$ cat config.mk
export PLATFORM = sky130hd
export DESIGN_NAME = gather_scatter_seq
export DESIGN_NICKNAME = d
export VERILOG_FILES = /design/src/rtl/gsseq_pkg.sv /design/src/rtl/gsseq_datapath.sv /design/src/rtl/gsseq_ctrl.sv /design/src/rtl/gather_scatter_seq.sv
export SDC_FILE = /design/constraint.sdc
export NUM_CORES = 2
export LEC_CHECK = 0
export ABC_AREA = 0
export CAP_MARGIN = 15
export CORE_MARGIN = 2
export CORE_UTILIZATION = 45
export DETAILED_ROUTE_END_ITERATION = 10
export PLACE_DENSITY_LB_ADDON = 0.08
export SLEW_MARGIN = 10
export SYNTH_ARGS = -nofsm -noshare
export SYNTH_HDL_FRONTEND = slang
export SYNTH_SLANG_ARGS = --single-unit
$ cat constraint.sdc
create_clock -name clk -period 18.5 [get_ports clk]
set_input_delay 3.7 -clock clk [delete_from_list [all_inputs] [get_ports clk]]
set_output_delay 3.7 -clock clk [all_outputs]
set_load 0.05 [all_outputs]
$ cat src/rtl/gsseq_pkg.sv
package gsseq_pkg;
  localparam int GS_IDX_W = 8;

  typedef enum logic [1:0] {S_IDLE, S_ISSUE, S_WAIT, S_DONE} gsState_e;

  typedef struct packed {
    logic                latchCfg;
    logic                wrRes;
    logic                contig;
    logic [GS_IDX_W-1:0] idx;
  } gsStrobe_t;

  function automatic logic [1:0] clampCode(input logic [1:0] code, input logic [1:0] maxCode);
    return (code > maxCode) ? maxCode : code;
  endfunction
endpackage

$ cat src/rtl/gsseq_datapath.sv
module gsseq_datapath
  import gsseq_pkg::*;
#(
  parameter int BEAT_BYTES = 4,
  parameter int BEATS      = 4,
  parameter int ADDR_W     = 32
) (
  input  logic                        clk,
  input  logic                        rstN,
  input  gsStrobe_t                   strb,
  input  logic                        isStore,
  input  logic [ADDR_W-1:0]           baseAddr,
  input  logic [8*BEAT_BYTES*BEATS-1:0] offsetVec,
  input  logic [8*BEAT_BYTES*BEATS-1:0] storeVec,
  input  logic [1:0]                  memSizeSel,
  input  logic [1:0]                  laneSizeSel,
  input  logic                        signExt,
  input  logic [8*BEAT_BYTES-1:0]     memRdata,
  output logic                        memWe,
  output logic [ADDR_W-1:0]           memAddr,
  output logic [1:0]                  memSize,
  output logic [8*BEAT_BYTES-1:0]     memWdata,
  output logic [8*BEAT_BYTES*BEATS-1:0] result,
  output logic [1:0]                  laneCodeQ
);
  localparam int VEC_BYTES = BEAT_BYTES * BEATS;
  localparam int VEC_W     = 8 * VEC_BYTES;
  localparam int BEAT_W    = 8 * BEAT_BYTES;
  localparam int MAXC      = $clog2(BEAT_BYTES);
  localparam logic [1:0] MAXC_L = 2'(MAXC);

  logic [ADDR_W-1:0] baseQ;
  logic [VEC_W-1:0]  offQ, stQ, resQ, resNext;
  logic [1:0]        memCodeQ;
  logic              sgnQ, weQ;
  logic [1:0]        laneClamp, memClamp;
  logic [BEAT_W-1:0] off0, offIdx, wdata;
  int                idxInt, memBytes, laneBytes, shiftPB, cnt, first, accBytes;

  assign laneClamp = clampCode(laneSizeSel, MAXC_L);
  assign memClamp  = clampCode(memSizeSel, laneClamp);

  always_ff @(posedge clk) begin
    if (!rstN) begin
      baseQ     <= '0;
      offQ      <= '0;
      stQ       <= '0;
      memCodeQ  <= '0;
      laneCodeQ <= '0;
      sgnQ      <= 1'b0;
      weQ       <= 1'b0;
    end else if (strb.latchCfg) begin
      baseQ     <= baseAddr;
      offQ      <= offsetVec;
      stQ       <= storeVec;
      memCodeQ  <= memClamp;
      laneCodeQ <= laneClamp;
      sgnQ      <= signExt;
      weQ       <= isStore;
    end
  end

  always_comb begin
    idxInt    = int'(strb.idx);
    memBytes  = 1 << memCodeQ;
    laneBytes = 1 << laneCodeQ;
    shiftPB   = MAXC - int'(laneCodeQ);
    cnt       = strb.contig ? (1 << shiftPB) : 1;
    first     = strb.contig ? (idxInt << shiftPB) : idxInt;
    accBytes  = memBytes * cnt;
  end

  // lane offsets: lane 0 for beat mode, current lane for element mode
  always_comb begin
    off0   = '0;
    offIdx = '0;
    for (int b = 0; b < BEAT_BYTES; b++) begin
      if (b < laneBytes) begin
        off0[8*b +: 8] = offQ[8*b +: 8];
        if ((idxInt * laneBytes + b) < VEC_BYTES)
          offIdx[8*b +: 8] = offQ[8*(idxInt * laneBytes + b) +: 8];
      end
    end
  end

  // store data: element j of this access sits at bytes j*memBytes upward
  always_comb begin
    wdata = '0;
    for (int b = 0; b < BEAT_BYTES; b++) begin
      if (((b >> memCodeQ) < cnt) &&
          (((first + (b >> memCodeQ)) * laneBytes + (b & (memBytes - 1))) < VEC_BYTES))
        wdata[8*b +: 8] = stQ[8*((first + (b >> memCodeQ)) * laneBytes + (b & (memBytes - 1))) +: 8];
    end
  end

  // load data: place and extend each returned element into its lane
  always_comb begin
    resNext = resQ;
    for (int v = 0; v < VEC_BYTES; v++) begin
      if (((v >> laneCodeQ) >= first) && ((v >> laneCodeQ) < first + cnt)) begin
        if ((v & (laneBytes - 1)) < memBytes)
          resNext[8*v +: 8] = memRdata[8*(((v >> laneCodeQ) - first) * memBytes + (v & (laneBytes - 1))) +: 8];
        else
          resNext[8*v +: 8] = (sgnQ && memRdata[8*(((v >> laneCodeQ) - first) * memBytes + memBytes) - 1])
                              ? 8'hFF : 8'h00;
      end
    end
  end

  always_ff @(posedge clk) begin
    if (!rstN)                    resQ <= '0;
    else if (strb.latchCfg)       resQ <= '0;
    else if (strb.wrRes && !weQ)  resQ <= resNext;
  end

  assign memWe    = weQ;
  assign memWdata = wdata;
  assign memSize  = strb.contig ? (memCodeQ + (MAXC_L - laneCodeQ)) : memCodeQ;
  assign memAddr  = strb.contig ? (baseQ + ADDR_W'(off0) + ADDR_W'(idxInt * accBytes))
                                : (baseQ + ADDR_W'(offIdx));
  assign result   = resQ;

  // the latched memory element never exceeds the latched lane
  p_code_order_r8: assert property (@(posedge clk) disable iff (!rstN)
    memCodeQ <= laneCodeQ);
endmodule

$ cat src/rtl/gsseq_ctrl.sv
module gsseq_ctrl
  import gsseq_pkg::*;
#(
  parameter int BEAT_BYTES = 4,
  parameter int BEATS      = 4
) (
  input  logic       clk,
  input  logic       rstN,
  input  logic       start,
  input  logic       hint,
  input  logic       abort,
  input  logic       memRvalid,
  input  logic [1:0] laneCode,
  output gsStrobe_t  strb,
  output logic       memReq,
  output logic       busy,
  output logic       done
);
  localparam int VEC_BYTES = BEAT_BYTES * BEATS;
  localparam logic [GS_IDX_W-1:0] BEAT_LAST = GS_IDX_W'(BEATS - 1);

  gsState_e            state;
  logic [GS_IDX_W-1:0] idxQ, lastIdx;
  logic                contigQ, drainQ;

  assign lastIdx = contigQ ? BEAT_LAST : GS_IDX_W'((VEC_BYTES >> laneCode) - 1);

  always_ff @(posedge clk) begin
    if (!rstN) begin
      state   <= S_IDLE;
      idxQ    <= '0;
      contigQ <= 1'b0;
      drainQ  <= 1'b0;
    end else begin
      case (state)
        S_IDLE: if (start) begin
          state   <= S_ISSUE;
          idxQ    <= '0;
          contigQ <= hint;
          drainQ  <= 1'b0;
        end
        S_ISSUE: if (abort) begin
          idxQ    <= '0;
          contigQ <= 1'b0;
        end else begin
          state <= S_WAIT;
        end
        S_WAIT: if (memRvalid) begin
          if (abort || drainQ) begin
            idxQ    <= '0;
            contigQ <= 1'b0;
            drainQ  <= 1'b0;
            state   <= S_ISSUE;
          end else if (idxQ == lastIdx) begin
            state <= S_DONE;
          end else begin
            idxQ  <= idxQ + 1'b1;
            state <= S_ISSUE;
          end
        end else if (abort) begin
          contigQ <= 1'b0;
          drainQ  <= 1'b1;
        end
        default: state <= S_IDLE;
      endcase
    end
  end

  assign strb.latchCfg = (state == S_IDLE) && start;
  assign strb.wrRes    = (state == S_WAIT) && memRvalid && !abort && !drainQ;
  assign strb.contig   = contigQ;
  assign strb.idx      = idxQ;
  assign memReq        = (state == S_ISSUE) && !abort;
  assign busy          = (state == S_ISSUE) || (state == S_WAIT);
  assign done          = (state == S_DONE);

  p_req_single_r10: assert property (@(posedge clk) disable iff (!rstN)
    memReq |=> !memReq);
  p_done_pulse_r6: assert property (@(posedge clk) disable iff (!rstN)
    done |=> !done);
  p_done_after_resp_r6: assert property (@(posedge clk) disable iff (!rstN)
    done |-> $past(memRvalid));
  p_abort_drops_hint_r7: assert property (@(posedge clk) disable iff (!rstN)
    (busy && abort) |=> !strb.contig);
  p_start_ignored_r9: assert property (@(posedge clk) disable iff (!rstN)
    (busy && start && !abort && !memRvalid) |=> ($stable(strb.idx) && busy));
endmodule

$ cat src/rtl/gather_scatter_seq.sv
module gather_scatter_seq
  import gsseq_pkg::*;
#(
  parameter int BEAT_BYTES = 4,
  parameter int BEATS      = 4,
  parameter int ADDR_W     = 32
) (
  input  logic                           clk,
  input  logic                           rstN,
  input  logic                           start,
  input  logic                           isStore,
  input  logic                           hint,
  input  logic                           abort,
  input  logic [ADDR_W-1:0]              baseAddr,
  input  logic [8*BEAT_BYTES*BEATS-1:0]  offsetVec,
  input  logic [8*BEAT_BYTES*BEATS-1:0]  storeVec,
  input  logic [1:0]                     memSizeSel,
  input  logic [1:0]                     laneSizeSel,
  input  logic                           signExt,
  output logic                           memReq,
  output logic                           memWe,
  output logic [ADDR_W-1:0]              memAddr,
  output logic [1:0]                     memSize,
  output logic [8*BEAT_BYTES-1:0]        memWdata,
  input  logic                           memRvalid,
  input  logic [8*BEAT_BYTES-1:0]        memRdata,
  output logic [8*BEAT_BYTES*BEATS-1:0]  result,
  output logic                           busy,
  output logic                           done
);
  gsStrobe_t  strb;
  logic [1:0] laneCode;

  gsseq_ctrl #(.BEAT_BYTES(BEAT_BYTES), .BEATS(BEATS)) u_ctrl (
    .clk(clk), .rstN(rstN), .start(start), .hint(hint), .abort(abort),
    .memRvalid(memRvalid), .laneCode(laneCode), .strb(strb),
    .memReq(memReq), .busy(busy), .done(done)
  );

  gsseq_datapath #(.BEAT_BYTES(BEAT_BYTES), .BEATS(BEATS), .ADDR_W(ADDR_W)) u_dp (
    .clk(clk), .rstN(rstN), .strb(strb), .isStore(isStore), .baseAddr(baseAddr),
    .offsetVec(offsetVec), .storeVec(storeVec), .memSizeSel(memSizeSel),
    .laneSizeSel(laneSizeSel), .signExt(signExt), .memRdata(memRdata),
    .memWe(memWe), .memAddr(memAddr), .memSize(memSize), .memWdata(memWdata),
    .result(result), .laneCodeQ(laneCode)
  );
endmodule

==> results.yml <==
clock_tree:
  worstSkewPairLatency_ns: 0.67
  htree_levels: 2
  cts_tree: "built"
  root_buffer: "clkbuf_16"
  cts_sinks: 434
  hold_buffers: 0
  cts_resized: 0
  clk_pin_slew_worst_paths_ns: 0.07
  clock_path_buffers: 3
  cts_buffers: 49
  post_cts_buffers: 0
min_path:
  hold_path.class: "reg2reg"
layout:
  final_util_pct: 52.07
  syn_to_final_growth_pct: 14.94
  drive_gt1_share_pct: 7.949
  nNetsFinal: 10110
synth:
  yosysSeqAreaShare_pct: 12.47
  async_flop_share_pct: 0
  synth-main-ff-cell: "dfxtp_1"
  synthAdderAreaFrac_pct: 33.50
  synth_compound_area_share_pct: 14.96
  ys_ff_latch: 434
  yosys.area_share.simple_pct: 12.18
  syn_area_per_cell_um2: 9.255
  yosysWarnings: 0
  yosysMostFrequentCell: "ha_1"
  synth_edf_count: 0
  syn-cell-area_mm2: 0.06970
  synth.top_cell.area_share_pct: 18.31
  synthTopCellsByCount: "ha_1, inv_1, nand2_1, fa_1, dfxtp_1"
  ys_top_cells_by_area: "ha_1, fa_1, mux4_2, dfxtp_1, inv_1"
  synth_xor_area_share_pct: 4.847
  synth_top_area_cell: "ha_1"
  synth_cells: 7531
  synth.area.mux_share_pct: 14.40
  synth_top_family_by_area: "adder cells"
  ys_types: 99
floorplan:
  dieArea_mm2: 0.1581
  die_y_um: 397.6
  die_w_um: 397.6
  start_util_pct: 45.30
  io_pins: 530
  core_mm2: 0.1539
  num_rows: 144
critical_path:
  r2r_slack_ns: 10.46
  timing.rr.start: "u_dp.laneCodeQ[1]"
  critPathKind: "reg2out"
  cpMaxStageDelayCell: "dfxtp_1"
  rr_worst_depth: 20
  critPathLaunchType: "flip-flop"
  critPathRequiredTime_ns: 14.80
  crit_path_end_kind: "output pin"
  crit_top_cell: "ha_1"
  endpoint: "memAddr[31]"
  rr_endpoint: "u_dp.result[48]"
  startpoint: "u_dp.laneCodeQ[1]"
  crit_fanout: 26
  max_stage_delay_ns: 0.83
  cp.arrival_ns: 13.56
job:
  drv_cap: 0
timing:
  layout_setup_ws_ns: 1.240
  tns_ns: 0
  period_share_pct: 93.30
  max_slew_margin_pct: 12.99
  final.setup_skew_ns: 0.06545
  clock.fmax_ghz: 0.05794
  fin_crit_ns: 17.26
  rsz0062_at_grt: "false"
  worst_pin_slew_ns: 1.302
  slew_viol_final: 0
  finalSetupViolations: 0
  finalHoldViolations: 0
placement:
  dp_hpwl_mm: 185.9
  place_congestion: 0.9495
  io_buffers: 529
  dp_slack_ns: 1.982
routing:
  viasPerCell: 5.760
  drt-total-wl_mm: 234.0
  ant_nets: 0
  routedWlPerCell_um: 22.66
  vias: 59470
  drt_iter0_drc: 5055
  drc_errors: 0
  firstDrtPassIters: 7
global_route:
  grt_usage_pct: 29.36
  antenna_found_initial: 27
  grt_pass1_vias: 59210
  grt-ovfl-total: 0
  grt_max_degree: 199
  grt_pass1_wl_mm: 359.2
power:
  power_w: 0.009914
  power_leakage_nw: 38.58
  power_density_mw_per_mm2: 123.8
  ir_worst_vdd_v: 0.0001246
run_status:
  status: "completed"
[power by group]
group	switching [W]	total, W	leakage, nW	internal, W
registers	0.000278	0.00135	3.54	0.00108
logic	0.00435	0.00751	34.2	0.00317
clock network	0.000464	0.00105	0.806	0.000581
[final cells by class]
type / count / area [um2]
diodes: 16 / 40.04
repair buffers: 605 / 5861
clock inverters: 25 / 310.3
flip-flops and latches: 434 / 8695
clock buffers: 65 / 1388
well taps: 2044 / 2557
inverters: 1006 / 3781
fillers: 14500 / 73750
multi-input cells: 6130 / 57480
[critical path: cells and delay by family, from the launching register on]
family	cells	cell delay [ns]
simple gates	8	1.29
mux	1	0.18
buf+inv	7	2.15
fa+ha+maj	15	5.54
flops	1	0.83
compound gates	10	2.11
xor+xnor	2	0.76
[cells by family (layout without fill, tap and decap cells)]
kind of cell | after synthesis | count (layout)
buf+inv | 1408 | 1701
other cells | 2 | 459
flops | 434 | 434
xor+xnor | 381 | 381
mux | 487 | 487
fa+ha+maj | 1549 | 1549
simple gates | 1766 | 1766
compound gates | 1504 | 1504
[metal layers]
| metal | GRT usage (%) | vias to the layer above | wire length, um |
|---|---|---|---|
| met5 | 0.1513 | - | 177 |
| met4 | 10.75 | 24 | 9306 |
| met3 | 6.324 | 451 | 20870 |
| met2 | 45.62 | 2484 | 104500 |
| met1 | 40.10 | 29060 | 99140 |
| li1 | - | 27450 | - |
[stage by stage]
| stage | hold WS [ns] | std cells | instance area [um2] |
|---|---|---|---|
| after floorplan | 0.4530 | 7972 | 71360 |
| after global placement | 0.4466 | 10220 | 78370 |
| after detailed placement | 0.4540 | 10220 | 78370 |
| after CTS | 0.4665 | 10310 | 80070 |
| after global routing | 0.4877 | 10310 | 80090 |
| final | 0.4634 | 10330 | 80110 |
[registers in the layout (all words and copies together) (netlist names)]
| signal | cells |
|---|---|
| u_dp.offQ | 128 |
| u_ctrl.contigQ | 1 |
| u_dp.baseQ | 32 |
| u_dp.laneCodeQ | 2 |
| u_dp.memWe | 1 |
| u_ctrl.drainQ | 1 |
| u_dp.stQ | 128 |
| u_ctrl.state | 2 |
| u_dp.memCodeQ | 2 |
| u_dp.sgnQ | 1 |
| u_dp.result | 128 |
| u_ctrl.idxQ | 8 |
[cell usage in the layout, fill, tap and decap left out, types with 50 or more instances in the layout]
cell type / netlist / final
nor3_1: 67 / 67
clkbuf_16: 0 / 50
nor2b_1: 82 / 82
nor2_1: 326 / 323
mux2i_1: 71 / 70
mux4_2: 412 / 412
xor2_1: 101 / 97
inv_1: 996 / 996
and2_1: 296 / 295
a22oi_1: 51 / 50
clkdlybuf4s50_1: 0 / 526
a21oi_1: 328 / 327
nand3_1: 125 / 125
buf_4: 4 / 74
ha_1: 1020 / 1011
o21ai_0: 230 / 230
dfxtp_1: 434 / 431
xnor2_1: 277 / 277
fa_1: 529 / 529
a211oi_1: 62 / 62
a22o_1: 287 / 287
nand2_1: 648 / 647
a21o_1: 120 / 120
conb_1: 2 / 443
[worst min-delay path by stage]
stage / from / to / slack [ns] / depth (start not counted)
after floorplan: u_ctrl.drainQ / u_ctrl.drainQ / 0.45 / 2
after global placement: u_dp.result[96] / u_dp.result[96] / 0.45 / 2
after detailed placement: u_dp.result[127] / u_dp.result[127] / 0.45 / 2
after CTS: u_dp.result[96] / u_dp.result[96] / 0.47 / 2
after global routing: u_dp.result[127] / u_dp.result[127] / 0.49 / 2
final: u_dp.result[58] / u_dp.result[58] / 0.46 / 2
Power figures use the tool's default switching activity.
